## src/rtl/pwr_dom_ctrl.sv

```systemverilog
module pwr_dom_ctrl #(
  parameter int CW = 8
) (
  input  logic          clk,
  input  logic          rst_n,
  input  logic          sw_pd_core,
  input  logic          sw_pd_dac,
  input  logic          sw_pd_clkin,
  input  logic          pin_deep,
  input  logic          auto_pd_en,
  input  logic          keying_en,
  input  logic [CW-1:0] idle_limit,
  input  logic          ext_pd_pin,
  input  logic          tx_en,
  input  logic          pll_lock,
  output logic          en_core,
  output logic          en_dac_dig,
  output logic          en_dac_bias,
  output logic          en_pll,
  output logic          en_osc,
  output logic          en_clkin,
  output logic          en_keying_clk,
  output logic          ready
);

  logic [1:0]    pin_sync, tx_sync;
  logic          pin_s, tx_s;
  logic          idle;
  logic [CW-1:0] idle_cnt;
  logic          auto_pd, deep_pd, lock_wait, lock_wait_n, ready_q;
  logic [1:0]    warm;

  assign pin_s = pin_sync[1];
  assign tx_s  = tx_sync[1];

  // two-flop synchronizers
  always_ff @(posedge clk or negedge rst_n) begin
    if (!rst_n) begin
      pin_sync <= '0;
      tx_sync  <= '0;
    end else begin
      pin_sync <= {pin_sync[0], ext_pd_pin};
      tx_sync  <= {tx_sync[0], tx_en};
    end
  end

  // idle timer
  always_ff @(posedge clk or negedge rst_n) begin
    if (!rst_n) begin
      idle     <= 1'b0;
      idle_cnt <= '0;
    end else if (!auto_pd_en || tx_s) begin
      idle     <= 1'b0;
      idle_cnt <= '0;
    end else begin
      idle <= 1'b1;
      if (idle_cnt != idle_limit) idle_cnt <= idle_cnt + 1'b1;
    end
  end

  assign auto_pd = idle && (idle_cnt == idle_limit);
  assign deep_pd = pin_s && pin_deep;

  assign en_core       = !(sw_pd_core | pin_s | auto_pd);
  assign en_dac_dig    = !(sw_pd_dac | pin_s | auto_pd);
  assign en_dac_bias   = !(sw_pd_dac | deep_pd);
  assign en_pll        = !deep_pd;
  assign en_osc        = !deep_pd;
  assign en_clkin      = !(sw_pd_clkin | deep_pd);
  assign en_keying_clk = keying_en & en_core;

  // ready and lock wait
  assign lock_wait_n = deep_pd | (lock_wait & ~pll_lock);

  always_ff @(posedge clk or negedge rst_n) begin
    if (!rst_n) begin
      lock_wait <= 1'b0;
      ready_q   <= 1'b0;
      warm      <= '0;
    end else begin
      lock_wait <= lock_wait_n;
      ready_q   <= !(pin_s | auto_pd) && !lock_wait_n;
      if (warm != 2'd3) warm <= warm + 1'b1;
    end
  end

  assign ready = ready_q;

  assert_sw_core_off_R1: assert property (@(posedge clk) disable iff (!rst_n)
    sw_pd_core |-> (!en_core && !en_keying_clk));

  assert_deep_pin_kills_pll_R4: assert property (@(posedge clk) disable iff (!rst_n)
    (warm >= 2'd2 && $past(ext_pd_pin, 2) && pin_deep) |-> (!en_pll && !en_osc && !en_dac_bias));

  assert_light_keeps_clocks_R3: assert property (@(posedge clk) disable iff (!rst_n)
    (!pin_deep && !sw_pd_clkin) |-> (en_clkin && en_osc && en_pll));

  assert_tx_ends_idle_R6: assert property (@(posedge clk) disable iff (!rst_n)
    ($past(tx_s) && !sw_pd_core && !pin_s) |-> en_core);

  assert_ready_after_lock_R9: assert property (@(posedge clk) disable iff (!rst_n)
    (warm >= 2'd1 && ready && !$past(ready) && $past(lock_wait)) |-> $past(pll_lock));

endmodule

```

## config.mk

```make
export PLATFORM = sky130hd
export DESIGN_NAME = pwr_dom_ctrl
export DESIGN_NICKNAME = d
export VERILOG_FILES = /design/src/rtl/pwr_dom_ctrl.sv
export SDC_FILE = /design/constraint.sdc
export NUM_CORES = 1
export LEC_CHECK = 0
export ABC_AREA = 1
export BUFFER_PORTS_ARGS = -buffer_cell sky130_fd_sc_hd__buf_2
export CORE_ASPECT_RATIO = 0.75
export CORE_MARGIN = 8
export CORE_UTILIZATION = 51
export DETAILED_ROUTE_END_ITERATION = 8
export PLACE_DENSITY = 0.83
export SLEW_MARGIN = 10
export SYNTH_ARGS = -nofsm -noshare
export SYNTH_HDL_FRONTEND = slang
export SYNTH_SLANG_ARGS = --single-unit
```

## constraint.sdc

```tcl
create_clock -name clk -period 1.65 [get_ports clk]
set_input_delay 0.4125 -clock clk [delete_from_list [all_inputs] [get_ports clk]]
set_output_delay 0.4125 -clock clk [all_outputs]
set_load 0.02 [all_outputs]
```

# After elaboration in Yosys (flattened, before gate mapping)
# Index checks and enable logic that the tools add are counted.
# totals
regBits,15
in_bits,19
output_inout_bits,8
elab_cells,36
# classes
n_addsub,1
n_eq_ne,2
mux,3
bitwise_logic,11
n_reduce_logical,13
# ops
cell,count
$mux 8,2
$add 8x1->8 const B,1
$eq 8x8->1,1
$logic_not 1->1,8
$ne 8x8->1,1
$or 1x1->1,8
$logic_and 1x1->1,3
$and 1x1->1,2
$reduce_bool 2->1,1
$logic_or 1x1->1,1
$mux 1,1
$not 1->1,1

# Longest topological paths before layout
# Gate-level depths: netlist of the first run.
# logic_depth
depth_word,5
mapped_depth,9
depth_no_buf,9

# Least setup slack after synthesis of the first run
# No wires, ideal clock.
# synth_path
kind,register to output
startpoint,register idle_cnt[6]
endpoint,output en_keying_clk
arrival_ns,1.172
required_time_ns,1.237
setup_slack_ns,0.066
path_stages_with_launch,10
cell_sequence,dfrtp_1 inv_2 nand2_2 nand2_2 inv_1 nand2_1 nor2_2 nand3_1 nand2_1 nor2_1
# synth_between
elab_chain_cells,5
# synth_lines
item,line_no,source
from (decl),29,logic [CW-1:0] idle_cnt;
from (signal assigned),57,if (idle_cnt != idle_limit) idle_cnt <= idle_cnt + 1'b1;
$eq 8x8->1,61,assign auto_pd = idle && (idle_cnt == idle_limit);
$logic_and 1x1->1,61,
$or 1x1->1,64,assign en_core = !(sw_pd_core | pin_s | auto_pd);
$logic_not 1->1,64,
$and 1x1->1,70,assign en_keying_clk = keying_en & en_core;
to (decl),22,"output logic en_keying_clk,"
# No other way between the ends.

# Worst setup path in the final report of the first run
# layout_path
startpoint,register idle_cnt[5]
endpoint,output en_keying_clk
# The elaborated chain is that of the path after synthesis.

==> results of run 1 <==
==> power by group through the flow <==
stage          combinational (uW)  clock (uW)  sequential (uW)
2_1_floorplan                74.0           0              396
3_3_place_gp                  134           0              392
3_5_place_dp                  141           0              393
4_1_cts                       157         210              387
5_1_grt                       182         226              388
6_report                      169         206              387
==> cells in the mapped netlist <==
library cell  number
nand2_1           39
inv_1             23
nand3_1           19
dfrtp_1           15
nand2_2            7
nor2_1             7
xor2_1             5
inv_2              4
nor2_2             4
o21ai_0            3
xnor2_1            3
a21oi_1            2
buf_6              2
buf_4              1
ha_1               1
nand2_4            1
nor2_4             1
nor2_8             1
==> cells by family (layout without fill, tap and decap cells) <==
kind of cell             Yosys count  after routing  share of synthesized area (%)
XOR/XNOR                           8              8                           7.05
buffers and inverters             30             87                           13.2
AND/OR/NAND/NOR                   79             79                           38.2
flip-flops                        15             15                           37.8
adder cells (fa/ha/maj)            1              1                           1.26
AO/OA/AOI/OAI                      5              5                           2.52
==> cell type report <==
class	count	area, um^2	area share [%]
Tap cell	22	27.5	1.90
Inverter	27	101	6.99
Multi-Input combinational cell	93	542	37.4
Clock buffer	4	26.3	1.81
Sequential cell	15	375	25.9
Timing Repair Buffer	56	378	26.1
==> final timing paths <==
| path | startpoint | end | cells past startpoint |
|---|---|---|---|
| min in group clk | ext_pd_pin | pin_sync[0] | 1 |
| hold reg to reg | pin_sync[0] | pin_sync[1] | 0 |
| setup / recovery | idle_cnt[5] | en_keying_clk | 9 |
| setup reg to reg | idle_cnt[6] | idle_cnt[6] | 12 |
| hold / removal | rst_n | pin_sync[0] | 1 |
| max in group asynchronous | rst_n | idle_cnt[4] | 1 |
==> flip-flops by register name, summed over array words and instances (netlist names) <==
signal and count:
tx_sync 2, ready 1, idle_cnt 8, pin_sync 2, lock_wait 1, idle 1
==> worst max-delay path, cell delays in order (launching register included) <==
cell and delay [ps]:
dfrtp_1 420, inv_2 80, nand2_2 60, nand2_2 70
nand2_2 70, nor2_4 140, nand3_2 120, nand2_2 110
nor2_2 50, buf_6 120
==> per-layer routing <==
metal / vias up / share of wire, % / global-route usage [%]
met5: - / 0 / 0
li1: 528 / - / -
met2: 67 / 52 / 30.9
met1: 503 / 38 / 16.4
met3: 12 / 6.6 / 4.07
met4: 0 / 3.8 / 7.27
==> repair_timing <==
item                                    4_1_cts  5_1_grt
pin swaps                                     7        7
buffers inserted                             15        3
resized for setup                            17        9
cloned                                        0        0
endpoints found under the setup margin        3        4
==> stage by stage <==
step / cell area, um^2 / util [%] / total power, uW / worst slack (ps)
3_3_place_gp: 1210 / 67.7 / 527 / -67.2
2_1_floorplan: 993 / - / 470 / 65.7
3_5_place_dp: 1210 / 67.7 / 534 / -163
5_1_grt: 1450 / 81.0 / 796 / -339
4_1_cts: 1410 / 78.6 / 754 / -225
6_report: 1450 / 81.0 / 761 / -301
==> run metrics, run 1 <==
status=complete, but fails checks; failing checks=negative setup slack; synth unique cells=18; GRT Total Usage=16.1%; Max transition margin=78.5%; Post-DP HPWL=1920 um; gr ovfl total=0; Final Worst Setup Slack=-301 ps; Clk pwr share=27.1%; Max Fclk=0.513 GHz; FILL cells=104; DIE WIDTH=67.0 um; initial antenna violation count=0; FF+latch count, synth=15; setup violators final=4; vias per cell=5.12; first-pass iteration count of the detailed router=4; hold_ws=11.6 ps; Inserted Clock Buffers=3; Antenna Cells=0; clock sink count=15; Setup CP Type=reg2out; synth-to-layout area growth=46.0%; initial DRC count=89; Synth Warn #=0; NetSw=217 uW; setup TNS=-1060 ps; Layout Nets=216; first-pass GRT wire length=4440 um; Power Dens Cells=525 nW/um^2; Clock Latency Late Sink=280 ps; Slew @ Worst Pin=322 ps; Synth area leaders=dfrtp_1 38%, nand2_1 15%, nand3_1 9.6%, inv_1 8.7%, nand2_2 4.4%; max_cap viols=0; final period utilization=118%; Pint=545 uW; Worst-path clk slew=80 ps; Final Max Tran Viols=0; Sw Share=28.4%; Final Skew=1.19 ps; Synth Cell Area=993 um^2; largest net degree at the start of global routing=16; die footprint=3630 um^2; chip height=54.2 um; Avg Inst Size Synth=7.20 um^2; Synth area leader=dfrtp_1; Max FO, Critical Path=3; row cnt=13; Routed WL=3150 um; CTS tree=done; Worst R2R Setup Slack=-200 ps; Detail Route Antenna Nets=0; Seq pwr share=50.8%; Clock Path Buffers=2; Critical Path Source Type=flop; Comb power frac=22.1%; H-tree levels=1; RSZ-0062 raised after global routing=yes; Mapped Cells=138; Root Driver=clkbuf_4; share of cells above drive strength 1=48.2%; Synth top area share=37.8%; hold-fix buffers at CTS=0; commonest non-fill, non-tap cell in the layout=nand2_1; post-synthesis sequential area ratio=37.8%; worst path required time=1240 ps; vias in the first global route=1,013; Final Hold Viols=0; DRC=0; Placer Congestion=0.867; Finished Layout Cells=217; Critical Path End Type=primary output; Top Ports=27; minimum clock period=1950 ps; syn nets=158; Vias=1,110; WL/cell=14.5 um; leakage=0.000864 uW; core footprint=1790 um^2; Starting Density=55.5%; Peak VDD IR=0.446 mV; critical path arrival=1540 ps; most frequent cells in the layout=31 x nand2_1, 29 x buf_4, 23 x buf_2; port bufs=26; Hold Crit Class=in2async; placed cells=195
Note: power is estimated with default switching activity, not from simulation.
==> run 2: changes to the inputs <==
--- a/config.mk
+++ b/config.mk
@@ -8,7 +8,6 @@
 export ABC_AREA = 1
 export BUFFER_PORTS_ARGS = -buffer_cell sky130_fd_sc_hd__buf_2
 export CORE_ASPECT_RATIO = 0.75
-export CORE_MARGIN = 8
 export CORE_UTILIZATION = 51
 export DETAILED_ROUTE_END_ITERATION = 8
 export PLACE_DENSITY = 0.83
==> run 2 against run 1 <==
The flow still finishes with violations (negative setup slack). Register-to-register slack improved by 420 ps. Highest routed layer unchanged. Die area fell by 41%. Via count fell by 5.3%. Sequential share of layout area rose by 1.8 points. Clock power rose by 2%. Core utilization fell by 4.6 points. Largest power group unchanged. Non-clock buffer count fell by 10. Maximum frequency fell by 0.50%. Sequential cell count did not move. Total power fell by 0.25%. Critical endpoint is now en_core. Count of clock-buffer cells in the layout did not move. Hold slack improved by 12 ps.
==> run metrics, run 2 (synthesized netlist as in run 1, its figures left out) <==
hold-fix buffers at CTS=0 (unchanged); RSZ-0062 raised after global routing=yes; Final Hold Viols=0 (unchanged); Final Skew=5.45 ps (+4.26 ps); failing checks=negative setup slack; hold_ws=23.5 ps (+11.9 ps); Place WS=-141 ps (+22.2 ps); Antenna Cells=0 (unchanged); Root Driver=clkbuf_4; first-pass iteration count of the detailed router=6 (+2); port bufs=26 (unchanged); DRC=0 (unchanged); synth-to-layout area growth=36.4%; vias in the first global route=812 (-20%); minimum clock period=1960 ps (+9.82 ps); Finished Cell Area=1360 um^2 (-6.6%); initial antenna violation count=0 (unchanged); Setup CP Type=reg2out; Top Ports=27 (unchanged); initial DRC count=49 (-45%); largest net degree at the start of global routing=16 (unchanged); chip height=40.2 um (-26%); leakage=0.000818 uW (-5.4%); setup TNS=-878 ps (+186 ps); DIE WIDTH=53.0 um (-21%); die footprint=2130 um^2 (-41%); Top reg by flops=idle_cnt; Max FO, Critical Path=3 (unchanged); Detail Route Antenna Nets=0 (unchanged); Peak VDD IR=0.566 mV (+27%); Clock Path Buffers=2 (unchanged); FILL cells=116 (+12%); Critical Path Source Type=flop; GRT Total Usage=24.3% (+8.2 points); clock sink count=15 (unchanged); share of cells above drive strength 1=42.2% (-6.0 points); Routed WL=2530 um (-20%); Inserted Clock Buffers=3 (unchanged); worst path required time=1240 ps (about the same); Hold Crit Class=in2async; Slew @ Worst Pin=350 ps (+27.5 ps); Placer Congestion=0.833 (-3.9%); H-tree levels=1 (unchanged); largest registers=idle_cnt (8), pin_sync (2), tx_sync (2); most frequent cells in the layout=34 x nand2_1, 24 x buf_2, 20 x inv_1, 20 x buf_4, 18 x nand3_1; max_cap viols=0 (unchanged); final period utilization=119% (+0.60 points); row cnt=13 (unchanged); critical path arrival=1550 ps (about the same); max reg flops=8 (unchanged); status=complete, but fails checks; Power Dens Cells=560 nW/um^2 (+6.7%); Max transition margin=76.7% (-1.8 points); Final Worst Setup Slack=-311 ps (-9.82 ps); Post-DP HPWL=1640 um (-14%); Core Util, Final=76.4% (-4.6 points); first-pass GRT wire length=3450 um (-22%); Final Max Tran Viols=0 (unchanged); Starting Density=56.0% (+0.51 points); CTS tree=done; core footprint=1770 um^2 (-0.91%); gr ovfl total=0 (unchanged); Clock Latency Late Sink=280 ps (about the same); vias per cell=5.08 (-0.74%); Worst-path clk slew=90 ps (about the same); Critical Path End Type=primary output; Vias=1,051 (-5.3%); Layout Nets=206 (-4.6%); Max Fclk=0.510 GHz (-0.50%); commonest non-fill, non-tap cell in the layout=nand2_1; WL/cell=12.2 um (-16%); area post-placement=1200 um^2 (-0.62%); setup violators final=3 (-1)
[run 2: cell count changes in the layout (fill, tap and decap cells not counted)]
cell / delta
buf_4: -9
xnor2_2: -1
xnor2_1: +1
nand2_2: -3
inv_1: +1
inv_2: -1
nand2_1: +3
nand3_2: -1
nor2_2: -1
nand3_4: +1
buf_2: +1
nor2_1: +1
buf_6: -2
[run 2: cell type report]
type	instances	area (um^2)	share of cell area [%]
inverters	27	101	7.48
flip-flops and latches	15	375	27.7
repair buffers	46	293	21.6
multi-input cells	93	532	39.2
well taps	22	27.5	2.03
clock buffers	4	26.3	1.94
[run 2: metal layers]
metal	vias up	GRT usage, %	wire length (um)
met4	0	13.8	51
met5	-	0	0
met1	469	28.8	1010
met3	14	4.17	197
met2	60	43.0	1270
li1	508	-	-
[run 2: worst paths after layout]
path | slack (ps) | cells past startpoint | endpoint | start
setup / recovery | -310 | 9 | en_core | idle_cnt[4]
hold / removal | 20 | 1 | idle_cnt[0] | rst_n
setup reg to reg | 220 | 11 | idle_cnt[6] | idle_cnt[3]
hold reg to reg | 350 | 0 | pin_sync[1] | pin_sync[0]
max in group asynchronous | 1370 | 1 | idle_cnt[1] | rst_n
min in group clk | 230 | 1 | tx_sync[0] | tx_en
[run 2: where the power goes]
part           switching, uW  leakage, uW  total, uW  internal (uW)
Clock                    117    0.0000150        211           93.7
Combinational           92.9     0.000608        161           67.8
Sequential              8.01     0.000195        388            380
Total                    218     0.000818        759            541
[run 2: worst max-delay path: stages (launching register included)]
cell,delay (ps)
dfrtp_1,440
inv_2,90
nand2_1,70
nand2_1,90
nand2_2,90
nor2_4,110
nand3_4,90
nand2_2,90
inv_1,60
buf_6,130
[run 2: timing repair]
| item | in CTS | in global routing |
|---|---|---|
| endpoints found under the setup margin | 3 | 3 |
| buffers inserted | 6 | 3 |
| pin swaps | 8 | 4 |
| resized for setup | 8 | 10 |
[run 2: metrics by stage]
step	cells	power, uW
after floorplan	138	470
after global placement	194	526
after detailed placement	194	531
after CTS	204	749
after global routing	207	791
final	207	759
==> run 3: changes to the inputs <==
--- a/config.mk
+++ b/config.mk
@@ -10,7 +10,7 @@
 export CORE_ASPECT_RATIO = 0.75
 export CORE_UTILIZATION = 51
 export DETAILED_ROUTE_END_ITERATION = 8
-export PLACE_DENSITY = 0.83
+export PLACE_DENSITY = 0.79
 export SLEW_MARGIN = 10
 export SYNTH_ARGS = -nofsm -noshare
 export SYNTH_HDL_FRONTEND = slang
==> run 3 against run 2 <==
The run still ends with negative setup slack left. Maximum frequency grew 0.28%. Routed wire length fell by 3.5%. Global-route usage up 0.94 points. Largest cell class unchanged. Total power is 0.83% lower. Register-to-register slack got worse by 40 ps. Non-clock buffer count decreased by 2.
==> run metrics, run 3 (synthesized netlist as in run 1, its figures left out) <==
final period utilization=118% (-0.33 points); GRT Total Usage=25.3% (+0.94 points); Max Fclk=0.511 GHz (+0.28%); largest registers=idle_cnt (8), pin_sync (2), tx_sync (2); Vias=975 (-7.2%); minimum clock period=1960 ps (-5.39 ps); Peak VDD IR=0.474 mV (-16%); Max transition margin=77.3% (+0.62 points); core footprint=1770 um^2 (unchanged); GR Util met3=6.82% (+2.7 points); vias in the first global route=876 (+7.9%); Final Max Tran Viols=0 (unchanged); Setup CP Type=reg2out; share of cells above drive strength 1=40.4% (-1.7 points); Routed WL=2440 um (-3.5%); clock sink count=15 (unchanged); critical path arrival=1540 ps (about the same); chip height=40.2 um (unchanged); Critical Path End Type=primary output; row cnt=13 (unchanged); port bufs=26 (unchanged); synth-to-layout area growth=35.5%; setup violators final=3 (unchanged); Detail Route Antenna Nets=0 (unchanged); Worst-path clk slew=80 ps (about the same); Final Skew=2.96 ps (-2.50 ps); max reg flops=8 (unchanged); hold_ws=13.1 ps (-10.3 ps); worst path required time=1240 ps (about the same); Post-DP HPWL=1750 um (+6.3%); initial DRC count=25 (-49%); Final Worst Setup Slack=-305 ps (+5.39 ps); Top Ports=27 (unchanged); Final Hold Viols=0 (unchanged); CTS tree=done; Place WS=-118 ps (+22.1 ps); gr busiest metal=met2; Max FO, Critical Path=3 (unchanged); area post-placement=1210 um^2 (+0.62%); first-pass iteration count of the detailed router=4 (-2); Root Driver=clkbuf_4; H-tree levels=1 (unchanged); max_cap viols=0 (unchanged); Layout Nets=204 (-0.97%); Placer Congestion=0.802 (-3.7%); die footprint=2130 um^2 (unchanged); Hold Crit Class=in2async; Critical Path Source Type=flop; Power Dens Cells=559 nW/um^2 (-0.18%); most frequent cells in the layout=36 x nand2_1, 23 x buf_2, 20 x inv_1; first-pass GRT wire length=3600 um (+4.4%); status=complete, but fails checks; Finished Cell Area=1350 um^2 (-0.65%); initial antenna violation count=0 (unchanged); largest net degree at the start of global routing=16 (unchanged); met1 Track Usage GR=27.1% (-1.6 points); failing checks=negative setup slack; Clock Path Buffers=2 (unchanged); Clock Latency Late Sink=290 ps (about the same); Antenna Cells=0 (unchanged); GR Util met2=48.7% (+5.7 points); vias per cell=4.76 (-6.3%); DRC=0 (unchanged); gr ovfl total=0 (unchanged); RSZ-0062 raised after global routing=yes; Inserted Clock Buffers=3 (unchanged); Slew @ Worst Pin=341 ps (-9.36 ps); WL/cell=11.9 um (-2.5%); DIE WIDTH=53.0 um (unchanged); Top reg by flops=idle_cnt; leakage=0.000806 uW (-1.5%); commonest non-fill, non-tap cell in the layout=nand2_1; Starting Density=56.0% (unchanged)
## run 3: cell types whose count changed in the layout (fill, tap and decap cells not counted)
cell,before,now
buf_2,24,23
buf_4,20,18
buf_6,2,3
nand2_1,34,36
nand2_2,12,8
nand2_4,1,3
nor2_1,6,5
nor2_2,3,4
xnor2_1,2,3
xnor2_2,1,0
## run 3: power by group
part | total [uW] | internal [uW] | switching, uW
Sequential | 387 | 380 | 7.52
Clock | 209 | 94.1 | 115
Combinational | 157 | 65.5 | 91.2
Total | 753 | 539 | 214
## run 3: critical path, stage by stage, from the launching register on
cell,delay [ps]
dfrtp_1,390
xnor2_1,250
nand2_4,90
nor2_4,150
nand3_4,120
nand2_4,100
inv_2,40
buf_6,120
## run 3: path summary, 6_finish.rpt
kind	slack, ps	to	cells past startpoint	startpoint
setup / recovery	-310	en_core	7	idle_cnt[7]
hold / removal	10	ready	1	rst_n
setup reg to reg	180	idle_cnt[5]	8	idle_cnt[7]
hold reg to reg	360	pin_sync[1]	0	pin_sync[0]
max in group asynchronous	1390	pin_sync[1]	1	rst_n
min in group clk	230	tx_sync[0]	1	tx_en
## run 3: area by class of cell
type | instances | area (um^2)
fillers | 127 | 427
inverters | 27 | 101
multi-input cells | 93 | 532
flip-flops and latches | 15 | 375
well taps | 22 | 27.5
clock buffers | 4 | 26.3
repair buffers | 44 | 284
## run 3: repair_timing
item	4_1_cts	5_1_grt
setup endpoints to repair	3	3
pin swaps	4	5
gates resized for setup	5	15
hold buffers	0	0
buffers inserted	4	2
## run 3: per-layer routing
metal  vias up  share of wire (%)
li1        506                  -
met1       433                 38
met2        29                 54
met3         7                5.9
met4         0                2.1
met5         -                  0
## run 3: per-stage QoR
step                      utilization [%]  TNS, ps  std cells  total power [uW]
after floorplan                         -        0        138               470
after global placement               68.3     -181        195               526
after detailed placement             68.3     -334        195               533
after CTS                            72.4     -804        203               743
after global routing                 75.9    -1150        205               793
final                                75.9     -884        205               753
